**config.mk**
```make
export PLATFORM = sky130hd
export DESIGN_NAME = fuse_autoread_ctrl
export DESIGN_NICKNAME = d
export VERILOG_FILES = /design/src/rtl/fuse_rd_pkg.sv /design/src/rtl/fuse_macro_model.sv /design/src/rtl/fuse_rd_seq.sv /design/src/rtl/fuse_autoread_ctrl.sv
export SDC_FILE = /design/constraint.sdc
export NUM_CORES = 1
export LEC_CHECK = 0
export BUFFER_PORTS_ARGS = -buffer_cell sky130_fd_sc_hd__buf_2
export CAP_MARGIN = 30
export CORE_UTILIZATION = 59
export CTS_CLUSTER_DIAMETER = 150
export CTS_CLUSTER_SIZE = 10
export DETAILED_ROUTE_END_ITERATION = 8
export PLACE_DENSITY = 0.85
export SETUP_SLACK_MARGIN = 0.02
export SYNTH_ARGS = -nofsm -noshare
export SYNTH_HDL_FRONTEND = slang
export SYNTH_SLANG_ARGS = --single-unit
```
**constraint.sdc**
```tcl
create_clock -name clk -period 6.1 [get_ports clk]
set_input_delay 0.61 -clock clk [delete_from_list [all_inputs] [get_ports clk]]
set_output_delay 0.61 -clock clk [all_outputs]
set_load 0.1 [all_outputs]
```
**src/rtl/fuse_rd_pkg.sv**
```systemverilog
package fuse_rd_pkg;
    localparam int DATA_W     = 32;
    localparam int WADDR_W    = 10;
    localparam int NUM_WORDS  = 32;
    localparam int IDX_W      = $clog2(NUM_WORDS);
    localparam int BUS_ADDR_W = 8;
    localparam int ADDR_LSB   = 16;

    localparam logic [BUS_ADDR_W-1:0] OFS_STATUS = 8'h18;
    localparam logic [BUS_ADDR_W-1:0] OFS_DATA   = 8'h20;
    localparam logic [BUS_ADDR_W-1:0] OFS_CTRL   = 8'h24;

    localparam logic [DATA_W-1:0] FUSE_MULT = 32'h9E3779B9;

    typedef enum logic [1:0] {
        SQ_IDLE,
        SQ_SETUP,
        SQ_STROBE,
        SQ_CAPTURE
    } seq_state_t;

    typedef struct packed {
        logic               go;
        logic [WADDR_W-1:0] waddr;
    } rd_cmd_t;

    // Contents of the modelled fuse array: word w holds (w+1)*FUSE_MULT.
    function automatic logic [DATA_W-1:0] fuse_word(input logic [IDX_W-1:0] idx);
        logic [DATA_W-1:0] n;
        n = DATA_W'(idx) + 1'b1;
        return n * FUSE_MULT;
    endfunction
endpackage

```
**src/rtl/fuse_macro_model.sv**
```systemverilog
module fuse_macro_model
    import fuse_rd_pkg::*;
(
    input  logic               clk,
    input  logic               rst,
    input  logic               sel,
    input  logic               strobe,
    input  logic [WADDR_W-1:0] waddr,
    output logic [DATA_W-1:0]  dout
);
    logic in_range;
    assign in_range = (waddr < WADDR_W'(NUM_WORDS));

    always_ff @(posedge clk) begin
        if (rst) begin
            dout <= '0;
        end else if (sel && strobe) begin
            dout <= in_range ? fuse_word(waddr[IDX_W-1:0]) : '0;
        end
    end
endmodule

```
**src/rtl/fuse_rd_seq.sv**
```systemverilog
module fuse_rd_seq
    import fuse_rd_pkg::*;
#(
    parameter int SETUP_CYC  = 2,
    parameter int STROBE_CYC = 4
) (
    input  logic               clk,
    input  logic               rst,
    input  rd_cmd_t            cmd,
    output logic               busy,
    output logic               fuse_sel,
    output logic               fuse_strobe,
    output logic [WADDR_W-1:0] fuse_addr,
    output logic               finish
);
    localparam int MAX_CYC = (SETUP_CYC > STROBE_CYC) ? SETUP_CYC : STROBE_CYC;
    localparam int CNT_W   = $clog2(MAX_CYC + 1);

    seq_state_t       state;
    logic [CNT_W-1:0] cnt;

    always_ff @(posedge clk) begin
        if (rst) begin
            state     <= SQ_IDLE;
            cnt       <= '0;
            fuse_addr <= '0;
        end else begin
            unique case (state)
                SQ_IDLE: if (cmd.go) begin
                    state     <= SQ_SETUP;
                    cnt       <= '0;
                    fuse_addr <= cmd.waddr;
                end
                SQ_SETUP: if (cnt == CNT_W'(SETUP_CYC - 1)) begin
                    state <= SQ_STROBE;
                    cnt   <= '0;
                end else begin
                    cnt <= cnt + 1'b1;
                end
                SQ_STROBE: if (cnt == CNT_W'(STROBE_CYC - 1)) begin
                    state <= SQ_CAPTURE;
                    cnt   <= '0;
                end else begin
                    cnt <= cnt + 1'b1;
                end
                SQ_CAPTURE: state <= SQ_IDLE;
                default:    state <= SQ_IDLE;
            endcase
        end
    end

    assign busy        = (state != SQ_IDLE);
    assign fuse_sel    = busy;
    assign fuse_strobe = (state == SQ_STROBE);
    assign finish      = (state == SQ_CAPTURE);
endmodule

```
**src/rtl/fuse_autoread_ctrl.sv**
```systemverilog
module fuse_autoread_ctrl
    import fuse_rd_pkg::*;
#(
    parameter int SETUP_CYC  = 2,
    parameter int STROBE_CYC = 4
) (
    input  logic                  clk,
    input  logic                  rst,
    input  logic                  bus_wr,
    input  logic                  bus_rd,
    input  logic [BUS_ADDR_W-1:0] bus_addr,
    input  logic [DATA_W-1:0]     bus_wdata,
    output logic [DATA_W-1:0]     bus_rdata,
    output logic                  irq
);
    rd_cmd_t             cmd;
    logic                start_req;
    logic                w1c;
    logic                seq_busy;
    logic                fuse_sel;
    logic                fuse_strobe;
    logic [WADDR_W-1:0]  fuse_addr;
    logic                finish;
    logic [DATA_W-1:0]   macro_dout;
    logic                done_q;
    logic [DATA_W-1:0]   data_q;

    // Register decode: a command needs both start bits in one write.
    assign start_req = bus_wr && (bus_addr == OFS_CTRL) && bus_wdata[0] && bus_wdata[1];
    assign w1c       = bus_wr && (bus_addr == OFS_STATUS) && bus_wdata[0];
    assign cmd.go    = start_req && !seq_busy;
    assign cmd.waddr = bus_wdata[ADDR_LSB +: WADDR_W];

    fuse_rd_seq #(
        .SETUP_CYC (SETUP_CYC),
        .STROBE_CYC(STROBE_CYC)
    ) u_seq (
        .clk        (clk),
        .rst        (rst),
        .cmd        (cmd),
        .busy       (seq_busy),
        .fuse_sel   (fuse_sel),
        .fuse_strobe(fuse_strobe),
        .fuse_addr  (fuse_addr),
        .finish     (finish)
    );

    fuse_macro_model u_macro (
        .clk   (clk),
        .rst   (rst),
        .sel   (fuse_sel),
        .strobe(fuse_strobe),
        .waddr (fuse_addr),
        .dout  (macro_dout)
    );

    // Completion flag: a set on the same edge as a clear wins.
    always_ff @(posedge clk) begin
        if (rst) begin
            done_q <= 1'b0;
            data_q <= '0;
        end else begin
            if (finish) begin
                done_q <= 1'b1;
                data_q <= macro_dout;
            end else if (w1c) begin
                done_q <= 1'b0;
            end
        end
    end

    always_comb begin
        bus_rdata = '0;
        if (bus_rd) begin
            unique case (bus_addr)
                OFS_STATUS: bus_rdata = {{(DATA_W-1){1'b0}}, done_q};
                OFS_DATA:   bus_rdata = data_q;
                default:    bus_rdata = '0;
            endcase
        end
    end

    assign irq = done_q;
endmodule

```
==> summary.md, run 1 <==
| Metric | Value |
|---|---|
| Run status | `completed` |
| Fin crit period | `5.50 ns` |
| Residual DRC | `0` |
| Port buffer count | `56` |
| Initial antenna violation count | `0` |
| Relative slew slack | `32.8%` |
| TritonCTS Buffers | `9` |
| Worst Skew | `0.0119 ns` |
| Hold buffer count at CTS | `0` |
| Hold Crit Start | `u_macro.dout[23]$_SDFFE_PP0P_` |
| CTS Sinks | `80` |
| VDD IR-drop max | `0.0000919 V` |
| Die X | `102 um` |
| Initial Utilization | `60.5%` |
| Leak | `3.10 nW` |
| Resized Gates After CTS | `0` |
| Power Density | `147 mW/mm2` |
| Critical Path Sink Type | `flop` |
| Unrepaired setup endpoints after global routing | `no` |
| Yosys top cell by area | `dfxtp_1` |
| Pre-antenna DRT Iters | `5` |
| DR vias | `4948` |
| Wirelength, routed | `13900 um` |
| Via count of the first global-routing pass | `4591` |
| DRT iter0 DRCs | `382` |
| Hold depth | `2` |
| H-tree levels | `3` |
| Yosys warnings | `0` |
| Root Buffer | `clkbuf_8` |
| Crit-path max FO | `12` |
| Diode count | `0` |
| Core Box Area | `0.00973 mm2` |
| Syn nets | `822` |
| Area added between synthesis and finish | `9.89%` |
| DP HPWL | `11000 um` |
| Final #Nets | `870` |
| Seq cells post-synth | `80` |
| Final hold viol count | `0` |
| Reg-to-reg slack, setup | `0.60 ns` |
| Tightest Pin Transition | `1.01 ns` |
| Number of fill cells in the layout | `817` |
| Largest cells by area after synthesis | `dfxtp_1 (27%), ha_1 (13%), fa_1 (8.8%), mux2i_1 (8.2%), nor2_1 (5.9%)` |
| RR Startpoint | `u_seq.fuse_addr[0]$_SDFFE_PP0P_` |
| Setup_tns | `0 ns` |
| Largest net degree at the start of global routing | `68` |
| Setup Viol. Count Final | `0` |
| Worst Hold Slack | `0.462 ns` |
| Clk buf depth | `2` |
| Avg Vias per Cell | `5.66` |
| Design Area, Final | `0.00647 mm2` |
| Die Area | `0.0104 mm2` |
| Number of flops mapped to enable cells by yosys | `0` |
| Critical path type | `flop to flop` |
| Sequential fraction of the synthesis area | `27.2%` |
| Period Utilization, post-route | `90.1%` |
| Worst Hold Class | `flop to flop` |
| Placed cell area | `0.00629 mm2` |
| Max-cap violations | `0` |
| Synthesized area | `0.00588 mm2` |
| Crit path DAT | `5.72 ns` |
| Clock transition at the registers of the reported paths | `0.08 ns` |
| Worst Setup Start Kind | `flop` |
| Depth of the most critical reg-to-reg path | `19` |
| Row Count | `36` |
| First-pass GRT wire length | `22700 um` |
| Synth cell types | `52` |
| Max Transition Viols Final | `0` |
| CTS tree | `done` |
| Total track usage | `28.4%` |
| Die Y | `102 um` |
| Placer congestion estimate | `0.974` |
| Worst R2R End | `u_macro.dout[27]$_SDFFE_PP0P_` |
| Synth Instances | `690` |
| Share of post-route cells with drive strength above 1 | `11.7%` |
| Clock latency on the worst-skew pair | `0.35 ns` |
| WL/cell | `15.9 um` |
| WHS Endpoint | `u_macro.dout[23]$_SDFFE_PP0P_` |
| Ports | `77` |
| FFs w/ async S/R, synth | `0%` |
| Post-synth top flop | `dfxtp_1` |
| Worst Path Required | `6.33 ns` |
| Antenna viol nets, final | `0` |
| Gr ovfl total | `0` |
| Fmax | `182 MHz` |
| Syn_area_per_cell | `8.53 um2` |
| Post-CTS Setup Inserts | `0` |
| Synth top area share | `27.2%` |
registers in the layout (all words and copies together) (netlist names):
register and cells:
data_q 32, u_macro.dout 32, u_seq.fuse_addr 10, u_seq.cnt 3
u_seq.state 2, irq 1
report_power, final:
| group | switching [mW] | total (mW) | internal (mW) |
|---|---|---|---|
| Sequential | 0.00409 | 0.530 | 0.526 |
| Clock | 0.179 | 0.363 | 0.183 |
| Combinational | 0.0349 | 0.0559 | 0.0210 |
cells in the final DEF (no fill, tap or decap), types with 3 or more instances in the layout:
| master | instances |
|---|---|
| ha_1 | 61 |
| fa_1 | 26 |
| nor3_1 | 3 |
| nand3_1 | 8 |
| dfxtp_1 | 80 |
| a21oi_1 | 32 |
| and3_1 | 40 |
| nor2b_1 | 5 |
| nand4_1 | 7 |
| xor2_1 | 16 |
| a21o_1 | 9 |
| mux2i_1 | 48 |
| buf_4 | 8 |
| o21ai_1 | 9 |
| clkbuf_8 | 9 |
| nand2b_1 | 3 |
| nor2_1 | 92 |
| nor4_1 | 4 |
| a31oi_1 | 7 |
| or3_1 | 3 |
| xnor2_1 | 16 |
| o21ai_0 | 23 |
| buf_2 | 56 |
| a22oi_1 | 17 |
| inv_1 | 71 |
| nand2_1 | 45 |
| a211oi_1 | 5 |
area by class of cell:
class                   count  area (um2)  area share (%)
clock buffers              10         128            1.97
clock inverters             4        47.5           0.735
inverters                  72         270            4.18
multi-input cells         511        3910            60.5
flip-flops and latches     80        1600            24.8
well taps                 133         166            2.57
repair buffers             64         340            5.26
per-layer routing:
| layer | GRT usage (%) | wire [um] |
|---|---|---|
| met1 | 38.9 | 6610 |
| met2 | 47.3 | 6470 |
| met4 | 8.02 | 228 |
| met5 | 0 | 0 |
| met3 | 3.76 | 608 |
logic make-up after synthesis:
family          Yosys count  share of synthesized area [%]
xor+xnor                 32                           4.76
simple gates            217                           17.4
flops                    80                           27.2
fa+ha+maj                88                           22.0
mux                      49                           8.36
compound gates          125                           13.9
buf+inv                  99                           6.34
synth_stat cells (8+ instances only):
master and n:
a21oi_1 32, ha_1 62, and3_1 40, nor2_1 92, o21ai_0 23, inv_1 71
clkbuf_1 23, dfxtp_1 80, o21ai_1 9, xor2_1 16, nand2_1 45, mux2i_1 48
a21o_1 9, fa_1 26, nand3_1 8, xnor2_1 16, a22oi_1 17
worst max-delay path, stage by stage, from the launching register on:
cell	delay [ns]
dfxtp_1	0.68
inv_1	0.23
ha_1	0.37
inv_1	0.07
ha_1	0.40
xnor2_1	0.18
buf_4	0.19
ha_1	0.27
inv_1	0.05
fa_1	0.50
inv_1	0.06
ha_1	0.24
fa_1	0.42
a21o_1	0.20
a221o_2	0.39
a221o_1	0.40
a31oi_4	0.28
o21ai_2	0.12
xnor2_1	0.24
o21ai_1	0.08
per-stage QoR:
stage	setup slack, ns	utilization, %	cells	total power, mW
after floorplan	1.13	-	690	0.578
after global placement	0.755	64.7	860	0.594
after global routing	0.360	66.5	874	0.988
after CTS	0.628	66.5	874	0.959
after detailed placement	0.689	64.7	860	0.597
final	0.605	66.5	874	0.949
worst max path at each step:
| stage | startpoint | endpoint | slack, ns |
|---|---|---|---|
| floorplan | u_seq.fuse_addr[0]$_SDFFE_PP0P_ | u_macro.dout[23]$_SDFFE_PP0P_ | 1.13 |
| global placement | u_seq.fuse_addr[0]$_SDFFE_PP0P_ | u_macro.dout[27]$_SDFFE_PP0P_ | 0.75 |
| detailed placement | u_seq.fuse_addr[0]$_SDFFE_PP0P_ | u_macro.dout[27]$_SDFFE_PP0P_ | 0.69 |
| CTS | u_seq.fuse_addr[0]$_SDFFE_PP0P_ | u_macro.dout[27]$_SDFFE_PP0P_ | 0.63 |
| global route | u_seq.fuse_addr[0]$_SDFFE_PP0P_ | u_macro.dout[27]$_SDFFE_PP0P_ | 0.36 |
| finish | u_seq.fuse_addr[0]$_SDFFE_PP0P_ | u_macro.dout[27]$_SDFFE_PP0P_ | 0.60 |
Power figures use the tool's default switching activity.
==> run 2: changes to the inputs <==
--- a/config.mk
+++ b/config.mk
@@ -7,11 +7,11 @@
 export LEC_CHECK = 0
 export BUFFER_PORTS_ARGS = -buffer_cell sky130_fd_sc_hd__buf_2
 export CAP_MARGIN = 30
-export CORE_UTILIZATION = 59
+export CORE_UTILIZATION = 53
 export CTS_CLUSTER_DIAMETER = 150
 export CTS_CLUSTER_SIZE = 10
 export DETAILED_ROUTE_END_ITERATION = 8
-export PLACE_DENSITY = 0.85
+export PLACE_DENSITY = 0.81
 export SETUP_SLACK_MARGIN = 0.02
 export SYNTH_ARGS = -nofsm -noshare
 export SYNTH_HDL_FRONTEND = slang
==> constraint.sdc (replaced) <==
create_clock -name clk -period 4.95 [get_ports clk]
set_input_delay 0.495 -clock clk [delete_from_list [all_inputs] [get_ports clk]]
set_output_delay 0.495 -clock clk [all_outputs]
set_load 0.1 [all_outputs]
==> run 2 against run 1 <==
Compared with the run above:
- cell count rose by 2.6%
- maximum frequency increased by 16%
- register-to-register slack worse by 0.40 ns
==> summary.md, run 2 (synthesized netlist as in run 1, its figures left out) <==
| Metric | Value |
|---|---|
| Run status | `completed` |
| Leak | `3.23 nW (+4.1%)` |
| Crit path DAT | `4.97 ns (-0.75 ns)` |
| Max stage delay on crit path | `0.56 ns (-0.12 ns)` |
| Pre-CTS setup slack | `0.0237 ns (-0.665 ns)` |
| WL/cell | `16.1 um (+1.0%)` |
| Diode count | `0 (unchanged)` |
| Total power | `1.34 mW (+41%)` |
| Wirelength, routed | `14400 um (+3.7%)` |
| Worst Hold Class | `primary input to flop` |
| First-pass GRT wire length | `23800 um (+4.9%)` |
| DRT iter0 DRCs | `338 (-12%)` |
| Area added between synthesis and finish | `14.6%` |
| Root Buffer | `clkbuf_8` |
| Final hold viol count | `0 (unchanged)` |
| Max-cap violations | `0 (unchanged)` |
| Die Y | `107 um (+5.4%)` |
| Pre-antenna DRT Iters | `5 (unchanged)` |
| Fmax | `211 MHz (+16%)` |
| Placer congestion estimate | `0.926 (-5.0%)` |
| Placed cell area | `0.00639 mm2 (+1.6%)` |
| Initial Utilization | `54.3% (-6.2 points)` |
| Most common cell after layout, fill and taps aside | `nor2_1` |
| Worst setup margin | `0.206 ns (-0.399 ns)` |
| DR vias | `5073 (+2.5%)` |
| Worst Setup Start Kind | `flop` |
| Gr ovfl total | `0 (unchanged)` |
| Die X | `107 um (+5.4%)` |
| VDD IR-drop max | `0.000174 V (+89%)` |
| Tightest Pin Transition | `0.891 ns (-0.118 ns)` |
| CP Buf/Inv Count | `2 (-3)` |
| Worst Skew | `0.00933 ns (-0.00261 ns)` |
| CP max stage cell | `fa_1` |
| Share of post-route cells with drive strength above 1 | `14.7% (+2.9 points)` |
| Max Transition Viols Final | `0 (unchanged)` |
| Residual DRC | `0 (unchanged)` |
| Via count of the first global-routing pass | `4848 (+5.6%)` |
| Period Utilization, post-route | `95.8% (+5.7 points)` |
| Total track usage | `26.4% (-2.0 points)` |
| Number of fill cells in the layout | `929 (+14%)` |
| Design Area, Final | `0.00674 mm2 (+4.3%)` |
| Clock transition at the registers of the reported paths | `0.08 ns (about the same)` |
| Final #Nets | `884 (+1.6%)` |
| Initial antenna violation count | `0 (unchanged)` |
| CTS tree | `done` |
| Largest net degree at the start of global routing | `68 (unchanged)` |
| Power Density | `199 mW/mm2 (+35%)` |
| Avg Vias per Cell | `5.66 (-0.10%)` |
| Relative slew slack | `40.1% (+7.4 points)` |
| H-tree levels | `3 (unchanged)` |
| Clk buf depth | `2 (unchanged)` |
| Fin crit period | `4.74 ns (-0.751 ns)` |
| Setup_tns | `0 ns (unchanged)` |
| Largest regs | `data_q x32, u_macro.dout x32, u_seq.fuse_addr x10` |
| Most frequent cells in the layout | `nor2_1 (92), dfxtp_1 (80), inv_1 (71)` |
| CP delay by family, top | `adder cells` |
| CTS Sinks | `80 (unchanged)` |
| Core Box Area | `0.0108 mm2 (+11%)` |
| Port buffer count | `56 (unchanged)` |
| Row Count | `38 (+5.6%)` |
| Worst Hold Slack | `0.378 ns (-0.0840 ns)` |
| Worst Path Required | `5.17 ns (-1.16 ns)` |
| Worst-path cell chain | `ha_1 -> nand3_1 -> xnor2_2 -> inv_1 -> ha_2 -> xor2_2 -> fa_1 -> fa_1 -> inv_1 -> ha_1 -> and3_1 -> a221o_2 -> a221o_1 -> a31oi_4 -> o21ai_2 -> xnor2_1 -> o21ai_1` |
| TritonCTS Buffers | `9 (unchanged)` |
| Ports | `77 (unchanged)` |
| DP HPWL | `11000 um (+0.67%)` |
| Critical Path Sink Type | `flop` |
| Critical path type | `flop to flop` |
| Crit-path max FO | `4 (-8)` |
| Unrepaired setup endpoints after global routing | `no` |
| Setup Viol. Count Final | `0 (unchanged)` |
| Die Area | `0.0115 mm2 (+11%)` |
| Antenna viol nets, final | `0 (unchanged)` |
| Clock latency on the worst-skew pair | `0.36 ns (about the same)` |
==> run 2: cell type report <==
class	instances	area [um2]	share of cell area (%)
Clock buffer	12	165	2.45
Sequential cell	80	1600	23.8
Inverter	72	270	4.01
Multi-Input combinational cell	511	3970	58.8
Timing Repair Buffer	78	465	6.90
Tap cell	140	175	2.60
Clock inverter	4	98.8	1.47
==> run 2: layer usage <==
metal  track usage, %  wire (um)  vias up
li1                 -          -     2490
met1             36.0       6860     2394
met2             44.0       6620      167
met3             3.45        688       22
met4             7.14        269        0
met5                0          0        -
==> run 2: report_power, final <==
part	leakage (nW)	total (mW)	switching, mW	internal [mW]
logic	2.45	0.0694	0.0436	0.0258
clock network	0.133	0.616	0.239	0.377
registers	0.644	0.653	0.00511	0.648
==> run 2: tightest hold or removal path, cell delays in order <==
cell and delay, ns:
buf_2 0.08, mux2i_1 0.05, nor2_1 0.07
==> run 2: repair_timing <==
| action | CTS | global route |
|---|---|---|
| endpoints found under the setup margin | 2 | 11 |
| setup buffers | 0 | 2 |
| hold buffers | 0 | 0 |
| gates resized for setup | 1 | 7 |
| cloned | 0 | 0 |
| pin swaps | 0 | 4 |
==> run 2: stage by stage <==
stage | utilization, % | std cells
after floorplan | - | 690
after global placement | 58.9 | 878
after detailed placement | 58.9 | 878
after CTS | 61.4 | 894
after global routing | 62.2 | 897
final | 62.2 | 897
==> run 2: worst paths after layout <==
| kind | start | to | slack (ns) | depth (start not counted) |
|---|---|---|---|---|
| worst max-delay path | u_seq.fuse_addr[0]$_SDFFE_PP0P_ | u_macro.dout[27]$_SDFFE_PP0P_ | 0.21 | 17 |
| worst min-delay path | bus_wdata[16] | u_seq.fuse_addr[0]$_SDFFE_PP0P_ | 0.38 | 3 |
| worst max register to register | u_seq.fuse_addr[0]$_SDFFE_PP0P_ | u_macro.dout[27]$_SDFFE_PP0P_ | 0.21 | 17 |
| worst min register to register | u_macro.dout[18]$_SDFFE_PP0P_ | u_macro.dout[18]$_SDFFE_PP0P_ | 0.45 | 2 |
